## config.mk

```make
export PLATFORM = sky130hd
export DESIGN_NAME = issue_scoreboard
export DESIGN_NICKNAME = d
export VERILOG_FILES = /design/src/rtl/sb_pkg.sv /design/src/rtl/sb_rst_sync.sv /design/src/rtl/sb_ctl_decode.sv /design/src/rtl/sb_stall_timer.sv /design/src/rtl/sb_barrier_bank.sv /design/src/rtl/issue_scoreboard.sv
export SDC_FILE = /design/constraint.sdc
export NUM_CORES = 1
export LEC_CHECK = 0
export CORE_AREA = 2 2 58 60
export DETAILED_ROUTE_END_ITERATION = 6
export DIE_AREA = 0 0 60 62
export DONT_BUFFER_PORTS = 1
export PLACE_DENSITY = 0.4
export SLEW_MARGIN = 5
export SYNTH_ARGS = -nofsm -noshare
export SYNTH_HDL_FRONTEND = slang
export SYNTH_SLANG_ARGS = --single-unit
```

## constraint.sdc

```tcl
create_clock -name clk -period 1.5 [get_ports clk]
set_input_delay 0.15 -clock clk [delete_from_list [all_inputs] [get_ports clk]]
set_output_delay 0.15 -clock clk [all_outputs]
set_load 0.01 [all_outputs]
```

## src/rtl/sb_pkg.sv

```systemverilog
package sb_pkg;
  localparam int INSTR_W   = 128;
  localparam int BAR_N     = 6;
  localparam int BAR_IDX_W = 3;
  localparam int STALL_W   = 4;
  localparam int REUSE_W   = 4;

  // Field positions inside the instruction word
  localparam int REUSE_LSB = 122;
  localparam int WAIT_LSB  = 116;
  localparam int RDB_LSB   = 113;
  localparam int WRB_LSB   = 110;
  localparam int YIELD_BIT = 109;
  localparam int STALL_LSB = 105;

  typedef struct packed {
    logic [REUSE_W-1:0]   reuse;
    logic [BAR_N-1:0]     wait_mask;
    logic [BAR_IDX_W-1:0] rd_bar;
    logic [BAR_IDX_W-1:0] wr_bar;
    logic                 yield;
    logic [STALL_W-1:0]   stall;
  } sched_ctl_t;
endpackage

```

## src/rtl/sb_rst_sync.sv

```systemverilog
module sb_rst_sync #(
  parameter int STAGES = 2
) (
  input  logic clk,
  input  logic arst_n,
  output logic rst_sync_n
);
  logic [STAGES-1:0] sync_q;
  logic [STAGES-1:0] sync_d;

  always_comb begin
    sync_d = {sync_q[STAGES-2:0], 1'b1};
  end

  always_ff @(posedge clk or negedge arst_n) begin
    if (!arst_n) sync_q <= '0;
    else         sync_q <= sync_d;
  end

  assign rst_sync_n = sync_q[STAGES-1];
endmodule

```

## src/rtl/sb_ctl_decode.sv

```systemverilog
module sb_ctl_decode
  import sb_pkg::*;
#(
  parameter int WORD_W = INSTR_W
) (
  input  logic [WORD_W-1:0] instr_word,
  output sched_ctl_t        ctl_o
);
  // Bits outside the scheduling field are not interpreted here
  logic word_unused;
  assign word_unused = ^{instr_word[WORD_W-1:REUSE_LSB+REUSE_W], instr_word[STALL_LSB-1:0]};

  always_comb begin
    ctl_o.reuse     = instr_word[REUSE_LSB +: REUSE_W];
    ctl_o.wait_mask = instr_word[WAIT_LSB  +: BAR_N];
    ctl_o.rd_bar    = instr_word[RDB_LSB   +: BAR_IDX_W];
    ctl_o.wr_bar    = instr_word[WRB_LSB   +: BAR_IDX_W];
    ctl_o.yield     = instr_word[YIELD_BIT];
    ctl_o.stall     = instr_word[STALL_LSB +: STALL_W];
  end
endmodule

```

## src/rtl/sb_stall_timer.sv

```systemverilog
module sb_stall_timer #(
  parameter int CNT_W = 4
) (
  input  logic             clk,
  input  logic             rst_n,
  input  logic             load_en,
  input  logic [CNT_W-1:0] load_val,
  output logic             idle_o
);
  logic [CNT_W-1:0] cnt_q;
  logic [CNT_W-1:0] cnt_d;
  logic             cnt_en;

  always_comb begin
    cnt_en = load_en || (cnt_q != '0);
    if (load_en) cnt_d = load_val;
    else         cnt_d = cnt_q - CNT_W'(1);
  end

  always_ff @(posedge clk or negedge rst_n) begin
    if (!rst_n)      cnt_q <= '0;
    else if (cnt_en) cnt_q <= cnt_d;
  end

  assign idle_o = (cnt_q == '0);
endmodule

```

## src/rtl/sb_barrier_bank.sv

```systemverilog
module sb_barrier_bank #(
  parameter int NUM_BAR = 6,
  parameter int IDX_W   = 3
) (
  input  logic               clk,
  input  logic               rst_n,
  input  logic               arm_en,
  input  logic [IDX_W-1:0]   arm_a,
  input  logic [IDX_W-1:0]   arm_b,
  input  logic               clr_en,
  input  logic [IDX_W-1:0]   clr_idx,
  output logic [NUM_BAR-1:0] armed_o
);
  for (genvar g = 0; g < NUM_BAR; g++) begin : g_bar
    logic hit_arm;
    logic hit_clr;
    logic upd_en;
    logic bar_d;
    logic bar_q;

    always_comb begin
      hit_arm = arm_en && ((arm_a == IDX_W'(g)) || (arm_b == IDX_W'(g)));
      hit_clr = clr_en && (clr_idx == IDX_W'(g));
      upd_en  = hit_arm || hit_clr;
      // arm takes precedence over a simultaneous clear
      bar_d   = hit_arm;
    end

    always_ff @(posedge clk or negedge rst_n) begin
      if (!rst_n)      bar_q <= 1'b0;
      else if (upd_en) bar_q <= bar_d;
    end

    assign armed_o[g] = bar_q;
  end
endmodule

```

## src/rtl/issue_scoreboard.sv

```systemverilog
module issue_scoreboard
  import sb_pkg::*;
#(
  parameter int WORD_W  = INSTR_W,
  parameter int NUM_BAR = BAR_N,
  parameter int IDX_W   = BAR_IDX_W,
  parameter int CNT_W   = STALL_W,
  parameter int HINT_W  = REUSE_W
) (
  input  logic               clk,
  input  logic               rst_n,
  input  logic               instr_valid,
  input  logic [WORD_W-1:0]  instr_word,
  input  logic               cpl_valid,
  input  logic [IDX_W-1:0]   cpl_idx,
  output logic               issue_o,
  output logic               yield_o,
  output logic [HINT_W-1:0]  reuse_o,
  output logic [NUM_BAR-1:0] bar_armed_o
);
  logic         rst_sync_n;
  sched_ctl_t   ctl;
  logic         stall_idle;
  logic [NUM_BAR-1:0] armed;
  logic         wait_hit;
  logic         issue;

  sb_rst_sync #(.STAGES(2)) u_rst (
    .clk        (clk),
    .arst_n     (rst_n),
    .rst_sync_n (rst_sync_n)
  );

  sb_ctl_decode #(.WORD_W(WORD_W)) u_dec (
    .instr_word (instr_word),
    .ctl_o      (ctl)
  );

  sb_stall_timer #(.CNT_W(CNT_W)) u_stall (
    .clk      (clk),
    .rst_n    (rst_sync_n),
    .load_en  (issue),
    .load_val (ctl.stall),
    .idle_o   (stall_idle)
  );

  sb_barrier_bank #(.NUM_BAR(NUM_BAR), .IDX_W(IDX_W)) u_bar (
    .clk     (clk),
    .rst_n   (rst_sync_n),
    .arm_en  (issue),
    .arm_a   (ctl.rd_bar),
    .arm_b   (ctl.wr_bar),
    .clr_en  (cpl_valid),
    .clr_idx (cpl_idx),
    .armed_o (armed)
  );

  always_comb begin
    wait_hit = |(armed & ctl.wait_mask);
    issue    = instr_valid && stall_idle && !wait_hit;
  end

  assign issue_o     = issue;
  assign yield_o     = issue && ctl.yield;
  assign reuse_o     = ctl.reuse;
  assign bar_armed_o = armed;
endmodule

```

# Word-level counts from Yosys, hierarchy flattened
# Index checks and enable logic that the tools add are counted.
# word_totals
out_inout_bits,12
reg_bits,12
elab_cells,61
inputBits,135
# op_classes
n_eq_ne,15
bitwise_logic,1
mux,1
n_reduce_logical,35
addsub,1
# ops
cell,count
$eq 3x2->1 const B,6
$eq 3x3->1 const B,6
$logic_and 1x1->1,15
$logic_or 1x1->1,13
$eq 3x1->1 const B,3
$logic_not 3->1,3
$and 6x6->6,1
$reduce_or 6->1,1
$logic_not 4->1,1
$mux 4,1
$reduce_bool 4->1,1
$sub 4x1->4 const B,1
$logic_not 1->1,1

# Longest topological paths before layout
# Gate-level depths: netlist of the first run.
# depth
depth_word,6
mapped_depth,7
depth_no_buf,6

# Hierarchy
# Synthesis of the first run repeated with hierarchy kept, for this count alone.
# unflattened
hier_cells,89
area_unflattened_um2,917.1
# modules_own_cells
module,seq_area_each_um2,area_per_inst_um2,cells_per_inst,instances
sb_barrier_bank,150.1,404.1,35,1
sb_stall_timer,100.1,234.0,22,1
sb_ctl_decode,0.0,157.7,21,1
issue_scoreboard,0.0,67.6,8,1
sb_rst_sync,50.0,53.8,3,1

# Worst setup path after synthesis of the first run
# No wires, ideal clock.
# synth_timing
path_kind,register to register
start,register u_stall.cnt_q[0]
end,register u_stall.cnt_q[1]
period_less_slack_ps,1846
t_required_ps,1375
slack_ps,-346
n_path_buf,2
stages_incl_launch_ff,8
t_arrival_ps,1721
setup_time_ps,125
cell_sequence,dfrtp_1 inv_1 ha_1 or3b_1 buf_6 or2_1 buf_6 mux2_4
# synth_via
elab_chain_len,4
word_cells_on_any_way,7
cone_classes,1 x add/sub; 1 x mux; 5 x reduce/logical
# synth_rtl
item,line,rtl
"start, declared",sb_stall_timer.sv:10,logic [CNT_W-1:0] cnt_q;
"start signal, assigned",sb_stall_timer.sv:22,else if (cnt_en) cnt_q <= cnt_d;
"parallel branches: the longest is 4 deep, another holds $sub 4x1->4",n/a,
# Parallel ways; which one is timed is not known.
# A chain may end at the register's enable or synchronous reset.

# Final worst setup path of the first run
# layout_timing
start,register u_bar.g_bar[1].bar_q
end,output issue_o
# layout_via
elab_chain_len,4
# layout_rtl
item,line,rtl
"start, declared",sb_barrier_bank.sv:19,logic bar_q;
"start signal, assigned",sb_barrier_bank.sv:31,else if (upd_en) bar_q <= bar_d;
$and 6x6->6,issue_scoreboard.sv:59,wait_hit = |(armed & ctl.wait_mask);
$reduce_or 6->1,issue_scoreboard.sv:59,
$logic_not 1->1,issue_scoreboard.sv:60,issue = instr_valid && stall_idle && !wait_hit;
$logic_and 1x1->1,issue_scoreboard.sv:60,
"end, declared",issue_scoreboard.sv:16,"output logic issue_o,"
# Every way passes these cells.

==> qor.txt, run 1 <==
=====================================================================================
TritonCTS clock tree ...................................................         done
Number of DRC violations after detailed routing ........................            0
Initial antenna violation count ........................................            0
Area of the core region ................................................    3180 um^2
Port Buffers ...........................................................            0
Gate count after technology mapping ....................................           84
Via count ..............................................................          661
Register-to-register path setup slack ..................................      -350 ps
Hold Violations, Final .................................................            0
Count of antenna-violating nets left after detailed routing ............            0
Warnings, synthesis ....................................................            0
Total power ............................................................      1.88 mW
Via count of the first global-routing pass .............................          646
CTS buffer count .......................................................            3
Endpoints failing setup ................................................           12
Hold path startpoint ...................................................   cpl_idx[2]
Result of the run ...................................................... finished, violations left
Maximum operating frequency ............................................      531 MHz
Cell taking the most area after synthesis ..............................      dfrtp_1
Initial Util ...........................................................        0.239
Cell depth of the worst hold path ......................................            2
Failing checks ......................................................... negative setup slack
GRT Overall Usage ......................................................        0.113
Maximum number of buffers from clock root to sink ......................            2
Proportion of layout cells with a drive suffix above 1 .................        0.424
Worst flop-to-flop path endpoint ....................................... u_bar.g_bar[4].bar_q$_DFFE_PN0P_
CP Data Arrival Time ...................................................      1730 ps
Die Span X .............................................................        60 um
Final setup margin .....................................................      -382 ps
Reg clk slew, reported paths ...........................................        70 ps
Seq/Total Area, Yosys ..................................................        0.395
Max-cap violation count ................................................            0
RePlAce Congestion .....................................................        0.763
Worst Skew .............................................................     0.186 ps
Clk_lat worst skew .....................................................       270 ps
Fin nets ...............................................................          237
Share of the cycle needed by the critical path after routing ...........         1.25
HP Class ...............................................................       in2reg
Vias per cell ..........................................................         4.56
Number of rows in the core area ........................................           21
Number of sinks handled by clock tree synthesis ........................           12
Biggest area contributors in the synthesized netlist ................... dfrtp_1 39%, buf_4 9.9%, o21ai_0 6.6%
Vertical die dimension .................................................        62 um
Largest stage delay on the critical path ...............................       420 ps
Critical-path cell list ................................................ a222oi_1 -> nand4_1 -> or2_1 -> buf_6 -> inv_4
Post-synthesis net count ...............................................          221
Number of top-level pins ...............................................          147
Fin util ...............................................................        0.319
Grt ovf ................................................................            0
CTS H-Tree Depth .......................................................            1
Worst Path Max Fanout ..................................................            2
Beginning of the worst register-to-register path ....................... u_bar.g_bar[1].bar_q$_DFFE_PN0P_
Root buffer cell .......................................................     clkbuf_4
Worst Setup SP ......................................................... u_bar.g_bar[1].bar_q$_DFFE_PN0P_
Worst EP required ......................................................      1350 ps
Setup repair after global routing missed its margin ....................         true
Count of routing violations after the opening detailed-route iteration .            6
Period minus WS final ..................................................      1880 ps
Largest net degree at the start of global routing ......................           11
Kind of start point of the critical path ...............................     register
Half-perimeter wire length of the detailed placement result ............      1.60 mm
Area growth syn-to-layout ..............................................        33.4%
Syn avg cell area ......................................................    9.06 um^2
Sum of routed wire length over all layers ..............................      1.89 mm
Number of cells on the worst reg-to-reg path ...........................            7
Max stage delay cell, worst path .......................................     a222oi_1
Worst slack on hold paths ..............................................      21.3 ps
Library cells used by synthesis ........................................           29
Post-synth design cell area ............................................     761 um^2
Post-synthesis register bit count ......................................           12
Power density over the cells ........................................... 1850 nW/um^2
Min-Delay Endpoint ..................................................... u_bar.g_bar[1].bar_q$_DFFE_PN0P_
Die area ...............................................................    3720 um^2
Leakage power of the design ............................................     0.435 nW
Number of iterations in the first detailed-routing pass ................            4
Wire length per cell ...................................................      13.0 um
Area share of the leading cell type in the synthesized netlist .........        0.395
WS Path Type ...........................................................      reg2out
Ant diodes .............................................................            0
Wire length of the first global-routing pass ...........................      2.95 mm
VDD IR-drop max ........................................................     0.423 mV
Capturing element type of the critical path ............................  output port
Pins Over Slew Limit ...................................................            0
=====================================================================================
timing repair:
action                                  CTS  global route
endpoints found under the hold margin     2             1
pin swaps                                 6             8
resized for setup                        14            10
hold buffers                              1             1
setup buffers                             2             3
gates cloned                              0             0
endpoints found under the setup margin   12            12
metal layers:
metal  vias to the layer above  track usage  wire, um
met5                         -            0         0
met4                         0       0.0476        27
met3                         2       0.0518       160
met2                        32        0.180       879
met1                       307        0.131       817
li1                        320            -         -
sequential cells by signal (all words and copies together) (netlist names):
name,cells
u_bar.g_bar.bar_q,6
u_rst.sync_q,2
u_stall.cnt_q,4
worst max-delay path: cells and delay by family (launching register included):
| kind | cells | cell delay (ps) |
|---|---|---|
| buf+inv | 2 | 190 |
| simple gates | 2 | 470 |
| flops | 1 | 390 |
| compound gates | 1 | 420 |
worst max path at each step:
stage / to / slack [ps] / depth (start not counted)
after floorplan: u_stall.cnt_q[1]$_DFFE_PN0P_ / -300 / 7
after global placement: u_bar.g_bar[4].bar_q$_DFFE_PN0P_ / -240 / 5
after detailed placement: u_bar.g_bar[4].bar_q$_DFFE_PN0P_ / -320 / 5
after CTS: issue_o / -460 / 5
after global routing: issue_o / -490 / 5
final: issue_o / -380 / 5
metrics by stage:
stage          instance area [um^2]  std cells  TNS (ps)  setup WS, ps
3_3_place_gp                    853        134     -2150          -243
5_1_grt                        1010        145     -4610          -486
3_5_place_dp                    853        134     -2760          -320
2_1_floorplan                   773         84     -1120          -296
6_report                       1010        145     -3550          -382
4_1_cts                         940        141     -3730          -462
final cells by class:
| class | count | area (um^2) |
|---|---|---|
| Fill cell | 341 | 2160 |
| Sequential cell | 12 | 300 |
| Inverter | 7 | 28.8 |
| Timing Repair Buffer | 23 | 189 |
| Clock buffer | 4 | 36.3 |
| Tap cell | 46 | 57.6 |
| Multi-Input combinational cell | 53 | 403 |
cell usage in the layout, fill, tap and decap left out, types with 3 or more instances in the layout:
| master | n |
|---|---|
| buf_4 | 18 |
| clkbuf_4 | 3 |
| o21ai_2 | 6 |
| dfrtp_1 | 12 |
| inv_1 | 4 |
| a22oi_1 | 3 |
| nand2_1 | 4 |
| o21ai_0 | 4 |
| nor3_1 | 4 |
| nor2_1 | 4 |
| a21oi_1 | 3 |
| buf_6 | 3 |
where the power goes:
group	switching (mW)	total, mW	internal [mW]	leakage, nW
sequential	0.0831	0.547	0.464	0.152
clock	0.107	0.254	0.147	0.0210
combinational	0.474	1.08	0.606	0.262
total	0.664	1.88	1.22	0.435
cell families after synthesis:
family	synth area share
compound gates	0.209
simple gates	0.164
buf+inv	0.163
flops	0.395
fa+ha+maj	0.0329
other cells	0.00493
xor+xnor	0.0115
mux	0.0197
synthesized netlist by cell type:
master    number
nor3b_1        2
ha_1           2
conb_1         1
or2_1          1
and3_2         1
a22oi_1        3
or3b_1         1
nand2_1        4
buf_6          2
o41ai_1        2
o21ai_0       10
nand4_1        1
a211oi_1       1
buf_4         10
a21oi_1        4
nor2_1         5
nor3_1         4
nor2b_1        1
o32a_1         1
a31oi_1        1
mux2_4         1
a222oi_1       1
nand3b_1       2
or3_1          1
o22ai_1        1
inv_1          7
dfrtp_1       12
xnor2_1        1
a32oi_1        1
Note: power is estimated with default switching activity, not from simulation.
==> run 2: changes to the inputs <==
ABC_AREA = 1   (was unset)
BUFFER_PORTS_ARGS = -buffer_cell sky130_fd_sc_hd__buf_2   (was unset)
CORE_AREA = unset   (was 2 2 58 60)
CORE_ASPECT_RATIO = 0.5   (was unset)
CORE_UTILIZATION = 27   (was unset)
DIE_AREA = unset   (was 0 0 60 62)
DONT_BUFFER_PORTS = unset   (was 1)
PLACE_DENSITY = 0.81   (was 0.4)
clock period = 1.92 ns   (was 1.5 ns; I/O delays follow)
==> run 2 against run 1 <==
Against the previous run:
- the flow finishes with violations (design-rule violations)
- combinational power fell by 48%
- core utilization up 3.1 points
- critical endpoint unchanged
- clock power up 8.7%
- register-to-register slack better by 900 ps
==> qor.txt, run 2 <==
=====================================================================================
Primary flip-flop cell chosen by synthesis mapping .....................      dfrtp_1
Hold Violations, Final .................................................            0   unchanged
Maximum number of buffers from clock root to sink ......................            2   unchanged
Sum of routed wire length over all layers ..............................      1.96 mm   +3.9%
CTS H-Tree Depth .......................................................            1   unchanged
Largest register FFs ...................................................            6   unchanged
TNS Setup ..............................................................         0 ps   +3550 ps
RePlAce Congestion .....................................................        0.843   +10%
Vertical die dimension .................................................      42.0 um   -32%
Number of sinks handled by clock tree synthesis ........................           12   unchanged
Endpoints failing setup ................................................            0   -12
Initial Util ...........................................................        0.285   +0.0460
Final non-filler cell area .............................................    1060 um^2   +4.4%
Worst EP required ......................................................      1730 ps   +380 ps
Area growth syn-to-layout ..............................................        22.6%
Die Span X .............................................................      82.0 um   +37%
Async S/R FF share, synth ..............................................         1.00   unchanged
Die area ...............................................................    3450 um^2   -7.4%
Number of rows in the core area ........................................           14   -33%
Pins Over Slew Limit ...................................................            0   unchanged
Worst Skew .............................................................      5.53 ps   +5.35 ps
Port Buffers ...........................................................           31   +31
Seq/Total Area, Yosys ..................................................        0.347   -0.0474
Total area of multi-input combinational cells ..........................     413 um^2   +2.5%
Share of total power in the clock network ..............................        0.215   +0.080
Setup repair after global routing missed its margin ....................        false
Top library cells by usage in the layout, fill and taps aside .......... 45 x nand2_1, 31 x buf_2, 19 x inv_1, 12 x nand3_1, 12 x dfrtp_1
Most frequently used cell type in the post-synthesis netlist ...........      nand2_1
Power density over the cells ........................................... 1210 nW/um^2   -35%
Syn avg cell area ......................................................    6.92 um^2   -24%
Fillers ................................................................          325   -4.7%
Comb power frac ........................................................        0.440   -0.134
Number of top-level pins ...............................................          147   unchanged
Area share of the leading cell type in the synthesized netlist .........        0.347   -0.0474
Post-synth EDFFs .......................................................            0   unchanged
Net switching share of the total power .................................        0.407   +0.0544
Clk_lat worst skew .....................................................       240 ps   -30 ps
Root buffer cell .......................................................     clkbuf_8
Largest stage delay on the critical path ...............................       380 ps   -40 ps
Area post-placement ....................................................     995 um^2   +17%
Total power ............................................................      1.28 mW   -32%
Result of the run ...................................................... finished, violations left
Sw Pwr .................................................................     0.522 mW   -21%
WS Path Type ...........................................................      reg2out
Share of the cycle needed by the critical path after routing ...........        0.914
CP Data Arrival Time ...................................................      1560 ps   -170 ps
Number of DRC violations after detailed routing ........................            1   +1
Count of routing violations after the opening detailed-route iteration .           28   +22
Register containing the most flip-flops in the final layout ............ u_bar.g_bar.bar_q
Max stage delay cell, worst path .......................................      dfrtp_1
Ant diodes .............................................................            0   unchanged
Max-cap violation count ................................................            0   unchanged
Number of iterations in the first detailed-routing pass ................            6   +2
Maximum operating frequency ............................................      570 MHz
Grt ovf ................................................................            0   unchanged
VDD IR-drop max ........................................................     0.287 mV   -32%
Initial antenna violation count ........................................            0   unchanged
Leakage power of the design ............................................     0.650 nW   +50%
Proportion of layout cells with a drive suffix above 1 .................        0.272   -0.153
Most used standard cells in the synthesized netlist .................... 45 x nand2_1, 19 x inv_1, 12 x dfrtp_1, 12 x nand3_1, 10 x buf_4
CTS buffer count .......................................................            3   unchanged
Wire length per cell ...................................................      10.3 um   -21%
Fin nets ...............................................................          289   +22%
Most common cell after layout, fill and taps aside .....................      nand2_1
P_int ..................................................................     0.760 mW   -38%
Critical-path cell list ................................................ inv_1 -> ha_1 -> nand2_4 -> nor2_8 -> nand3_4 -> clkinv_2 -> buf_2
Period minus WS final ..................................................      1750 ps
Via count ..............................................................          826   +25%
TritonCTS clock tree ...................................................         done
Largest net degree at the start of global routing ......................           11   unchanged
Via count of the first global-routing pass .............................          824   +28%
Failing checks ......................................................... design-rule violations
Sequential Power Share .................................................        0.345   +0.054
Post-synthesis register bit count ......................................           12   unchanged
GRT Overall Usage ......................................................        0.123   +0.0102
Registers with the most flip-flops ..................................... u_bar.g_bar.bar_q: 6 flops, u_stall.cnt_q: 4 flops, u_rst.sync_q: 2 flops
Post-synth design cell area ............................................     865 um^2   +14%
Count of antenna-violating nets left after detailed routing ............            0   unchanged
Kind of start point of the critical path ...............................     register
Warnings, synthesis ....................................................            0   unchanged
Library cells used by synthesis ........................................           17   -41%
Worst Path Max Fanout ..................................................            8   +6
Biggest area contributors in the synthesized netlist ................... dfrtp_1 35%, nand2_1 20%, buf_4 8.7%
Reg clk slew, reported paths ...........................................        50 ps   -20 ps
Vias per cell ..........................................................         4.32   -5.1%
Cell taking the most area after synthesis ..............................      dfrtp_1
Storage cell area ......................................................     300 um^2   unchanged
HP Class ...............................................................    reg2async
Post-synthesis net count ...............................................          262   +19%
Area of the core region ................................................    3030 um^2   -4.7%
Capturing element type of the critical path ............................  output port
Half-perimeter wire length of the detailed placement result ............      1.62 mm   +1.5%
Gate count after technology mapping ....................................          125   +49%
Wire length of the first global-routing pass ...........................      3.22 mm   +9.1%
=====================================================================================
-- run 2: cell count changes after synthesis, moves of 3 or more --
| cell | previous run | this run |
|---|---|---|
| o21ai_0 | 10 | 7 |
| a22oi_1 | 3 | 0 |
| nand3_1 | 0 | 12 |
| nor3_1 | 4 | 0 |
| a21oi_1 | 4 | 0 |
| nand2_1 | 4 | 45 |
| inv_1 | 7 | 19 |
-- run 2: what timing repair did --
action,in CTS,in global routing
hold buffers,1,0
setup buffers,0,0
gates resized for setup,0,0
endpoints found under the hold margin,2,0
-- run 2: layout make-up --
cell class                 count  share of cell area
multi-input combinational     83               0.390
sequential                    12               0.283
timing repair buffer          32               0.156
inverter                      20              0.0720
clock buffer                   4              0.0519
tap                           40              0.0472
-- run 2: path summary, 6_finish.rpt --
check / to / slack [ps] / start / cells after the start
worst max-delay path: issue_o / 170 / u_stall.cnt_q[0]$_DFFE_PN0P_ / 7
worst min-delay path: u_bar.g_bar[1].bar_q$_DFFE_PN0P_ / 160 / u_rst.sync_q[1]$_DFF_PN0_ / 0
worst max register to register: u_bar.g_bar[3].bar_q$_DFFE_PN0P_ / 550 / u_stall.cnt_q[0]$_DFFE_PN0P_ / 8
worst min register to register: u_bar.g_bar[1].bar_q$_DFFE_PN0P_ / 160 / u_rst.sync_q[1]$_DFF_PN0_ / 0
max in group asynchronous: u_stall.cnt_q[1]$_DFFE_PN0P_ / 1470 / u_rst.sync_q[1]$_DFF_PN0_ / 0
min in group clk: u_stall.cnt_q[2]$_DFFE_PN0P_ / 170 / instr_word[107] / 3
-- run 2: cells by family (layout without fill, tap and decap cells) --
kind of cell             Yosys count  after routing  share of synthesized area
buffers and inverters             30             56                      0.175
adder cells (fa/ha/maj)            2              2                     0.0289
AO/OA/AOI/OAI                      7              7                     0.0405
flip-flops                        12             12                      0.347
other                              1              1                    0.00434
XOR/XNOR                           1              1                     0.0101
AND/OR/NAND/NOR                   72             72                      0.394
-- run 2: metal layers --
metal,up-vias,global-route usage,share of wire
li1,423,-,-
met1,372,0.135,0.43
met2,23,0.225,0.50
met3,8,0.0152,0.035
met4,0,0.0737,0.037
met5,-,0,0
-- run 2: critical path: cells and delay by family (launching register included) --
family	cells	cell delay, ps
adders and majority gates	1	220
and+or+nand+nor	3	310
DFF	1	380
buffers and inverters	3	410
-- run 2: power by group through the flow --
stage               clock [mW]  combinational, mW  sequential, mW
floorplan                    0              0.493           0.425
global placement             0              0.540           0.443
detailed placement           0              0.562           0.446
CTS                      0.280              0.567           0.442
global route             0.291              0.635           0.458
finish                   0.276              0.564           0.442
-- run 2: per-stage QoR --
step | hold WS (ps) | instances | worst slack, ps | utilization
5_1_grt | 180 | 191 | 31.3 | 0.350
6_report | 159 | 191 | 165 | 0.350
2_1_floorplan | -104 | 125 | 600 | -
4_1_cts | 171 | 191 | 156 | 0.350
3_3_place_gp | -21.1 | 186 | 465 | 0.328
3_5_place_dp | -22.2 | 186 | 418 | 0.328
==> run 3: changes to the inputs <==
CORE_ASPECT_RATIO = 1.2   (was 0.5)
RECOVER_POWER = 100   (was unset)
==> run 3 against run 2 <==
Against the previous run:
- the flow now finishes without violations
- flip-flop and latch count unchanged
- register-to-register slack better by 20 ps
- wire length down 9.9%
- clock skew down 2.3 ps
- largest power group unchanged
- global-route usage down 0.42 points
==> qor.txt, run 3 (same netlist as run 2, synthesis figures left out) <==
=====================================================================================
Final setup margin .....................................................       143 ps   -22.2 ps
Number of sinks handled by clock tree synthesis ........................           12   unchanged
Worst Skew .............................................................      3.22 ps   -2.32 ps
Grt ovf ................................................................            0   unchanged
Postcts setup bufs .....................................................            0   unchanged
Setup repair after global routing missed its margin ....................        false
CTS H-Tree Depth .......................................................            1   unchanged
Min-Delay Endpoint ..................................................... u_stall.cnt_q[2]$_DFFE_PN0P_
CTS buffer count .......................................................            3   unchanged
Reg clk slew, reported paths ...........................................        70 ps   +20 ps
Cell depth of the worst hold path ......................................            3
Number of cells on the worst reg-to-reg path ...........................            8   unchanged
Die Span X .............................................................      53.7 um   -35%
Ant diodes .............................................................            0   unchanged
Via count of the first global-routing pass .............................          741   -10%
Max-cap violation count ................................................            0   unchanged
Total power ............................................................      1.18 mW   -8.1%
Worst flop-to-flop path endpoint ....................................... u_bar.g_bar[2].bar_q$_DFFE_PN0P_
Largest stage delay on the critical path ...............................       380 ps   about the same
Capturing element type of the critical path ............................  output port
RePlAce Congestion .....................................................        0.778   -7.7%
HP Class ...............................................................       in2reg
Initial antenna violation count ........................................            0   unchanged
Post-place setup slack .................................................       387 ps   -31.7 ps
Wire length per cell ...................................................      9.44 um   -8.0%
Die area ...............................................................    3430 um^2   -0.37%
Hold Violations, Final .................................................            0   unchanged
TritonCTS clock tree ...................................................         done
Register-to-register path setup slack ..................................       570 ps   +20 ps
Vias per cell ..........................................................         4.26   -1.6%
TNS Setup ..............................................................         0 ps   unchanged
Maximum operating frequency ............................................      563 MHz   -1.2%
Clk_lat worst skew .....................................................       270 ps   +30 ps
Area growth syn-to-layout ..............................................        19.1%
Initial Util ...........................................................        0.283   -0.00234
Hold path startpoint ................................................... instr_word[107]
Count of routing violations after the opening detailed-route iteration .           17   -39%
Worst Path Max Fanout ..................................................            8   unchanged
CP Data Arrival Time ...................................................      1580 ps   +20 ps
Family with the most delay on the worst path ........................... buffers and inverters
Pins Over Slew Limit ...................................................            0   unchanged
GRT Overall Usage ......................................................        0.119   -0.00421
Leakage power of the design ............................................     0.614 nW   -5.6%
Proportion of layout cells with a drive suffix above 1 .................        0.232   -0.0397
Largest register FFs ...................................................            6   unchanged
Result of the run ...................................................... finished, final reports clean
Area of the core region ................................................    3060 um^2   +0.83%
Registers with the most flip-flops ..................................... u_bar.g_bar.bar_q: 6 flops, u_stall.cnt_q: 4 flops, u_rst.sync_q: 2 flops
Top library cells by usage in the layout, fill and taps aside .......... 45 x nand2_1, 23 x buf_2, 19 x inv_1, 12 x nand3_1, 12 x dfrtp_1
Number of top-level pins ...............................................          147   unchanged
Most common cell after layout, fill and taps aside .....................      nand2_1
Wire length of the first global-routing pass ...........................      2.93 mm   -9.2%
Half-perimeter wire length of the detailed placement result ............      1.55 mm   -4.4%
Root buffer cell .......................................................     clkbuf_4
Max stage delay cell, worst path .......................................      dfrtp_1
Number of rows in the core area ........................................           22   +8
Fin nets ...............................................................          289   unchanged
Count of antenna-violating nets left after detailed routing ............            0   unchanged
Register containing the most flip-flops in the final layout ............ u_bar.g_bar.bar_q
Worst EP required ......................................................      1730 ps   about the same
VDD IR-drop max ........................................................     0.437 mV   +52%
WS Path Type ...........................................................      reg2out
Port Buffers ...........................................................           31   unchanged
Number of DRC violations after detailed routing ........................            0   -1
Beginning of the worst register-to-register path ....................... u_stall.cnt_q[0]$_DFFE_PN0P_
Endpoints failing setup ................................................            0   unchanged
Vertical die dimension .................................................      64.0 um   +52%
Buffers plus inverters on the worst setup path .........................            3   unchanged
Via count ..............................................................          796   -3.6%
Period minus WS final ..................................................      1780 ps   +22.2 ps
Share of the cycle needed by the critical path after routing ...........        0.926   +0.0116
Power density over the cells ........................................... 1140 nW/um^2   -5.4%
Largest net degree at the start of global routing ......................           11   unchanged
Sum of routed wire length over all layers ..............................      1.77 mm   -9.9%
Maximum number of buffers from clock root to sink ......................            2   unchanged
Kind of start point of the critical path ...............................     register
Fillers ................................................................          339   +4.3%
Critical-path cell list ................................................ inv_1 -> ha_1 -> nand2_4 -> nor2_8 -> nand3_4 -> clkinv_2 -> buf_2
Number of iterations in the first detailed-routing pass ................            4   -2
=====================================================================================
## run 3: cell types whose count changed in the layout (fill, tap and decap cells not counted), sizes merged
| cell | delta |
|---|---|
| buf | -8 |
| clkbuf | +8 |
## run 3: layer usage
| metal | share of wire | track usage | wire (um) | vias to the layer above |
|---|---|---|---|---|
| met2 | 0.51 | 0.202 | 899 | 24 |
| met3 | 0.058 | 0.0238 | 102 | 4 |
| met1 | 0.42 | 0.135 | 738 | 345 |
| met5 | 0 | 0 | 0 | - |
| met4 | 0.014 | 0.0592 | 25 | 0 |
| li1 | - | - | - | 423 |
## run 3: area by class of cell
cell class	count	area [um^2]	area share
Tap cell	36	45.0	0.0437
Sequential cell	12	300	0.292
Multi-Input combinational cell	83	415	0.403
Clock buffer	4	36.3	0.0352
Timing Repair Buffer	32	156	0.152
Inverter	20	76.3	0.0741
## run 3: through the flow
stage          instances   util  area, um^2  hold WS (ps)
3_5_place_dp         182  0.324         990         -20.8
4_1_cts              187  0.339        1040           128
5_1_grt              187  0.337        1030           148
2_1_floorplan        125      -         865          -104
3_3_place_gp         182  0.324         990         -21.6
6_report             187  0.337        1030           128
## run 3: report_power, final
group | switching, mW | internal (mW) | total, mW | leakage (nW)
Combinational | 0.332 | 0.202 | 0.535 | 0.441
Clock | 0.0793 | 0.115 | 0.195 | 0.0210
Sequential | 0.0907 | 0.358 | 0.449 | 0.152
## run 3: worst max path at each step
stage                                 start  depth (start not counted)       to
2_1_floorplan  u_stall.cnt_q[0]$_DFFE_PN0P_                          6  yield_o
3_3_place_gp   u_stall.cnt_q[0]$_DFFE_PN0P_                          7  yield_o
3_5_place_dp   u_stall.cnt_q[0]$_DFFE_PN0P_                          7  yield_o
4_1_cts        u_stall.cnt_q[0]$_DFFE_PN0P_                          7  yield_o
5_1_grt        u_stall.cnt_q[0]$_DFFE_PN0P_                          7  issue_o
6_report       u_stall.cnt_q[0]$_DFFE_PN0P_                          7  issue_o
## run 3: timing repair
item / 4_1_cts / 5_1_grt
hold buffers: 1 / 0
hold endpoints to repair: 2 / 0
endpoints found under the setup margin: 0 / 1
resized for setup: 0 / 1
## run 3: tightest hold or removal path: stages
cell and delay (ps):
buf_2 80, nand2_1 40, nand2_1 50
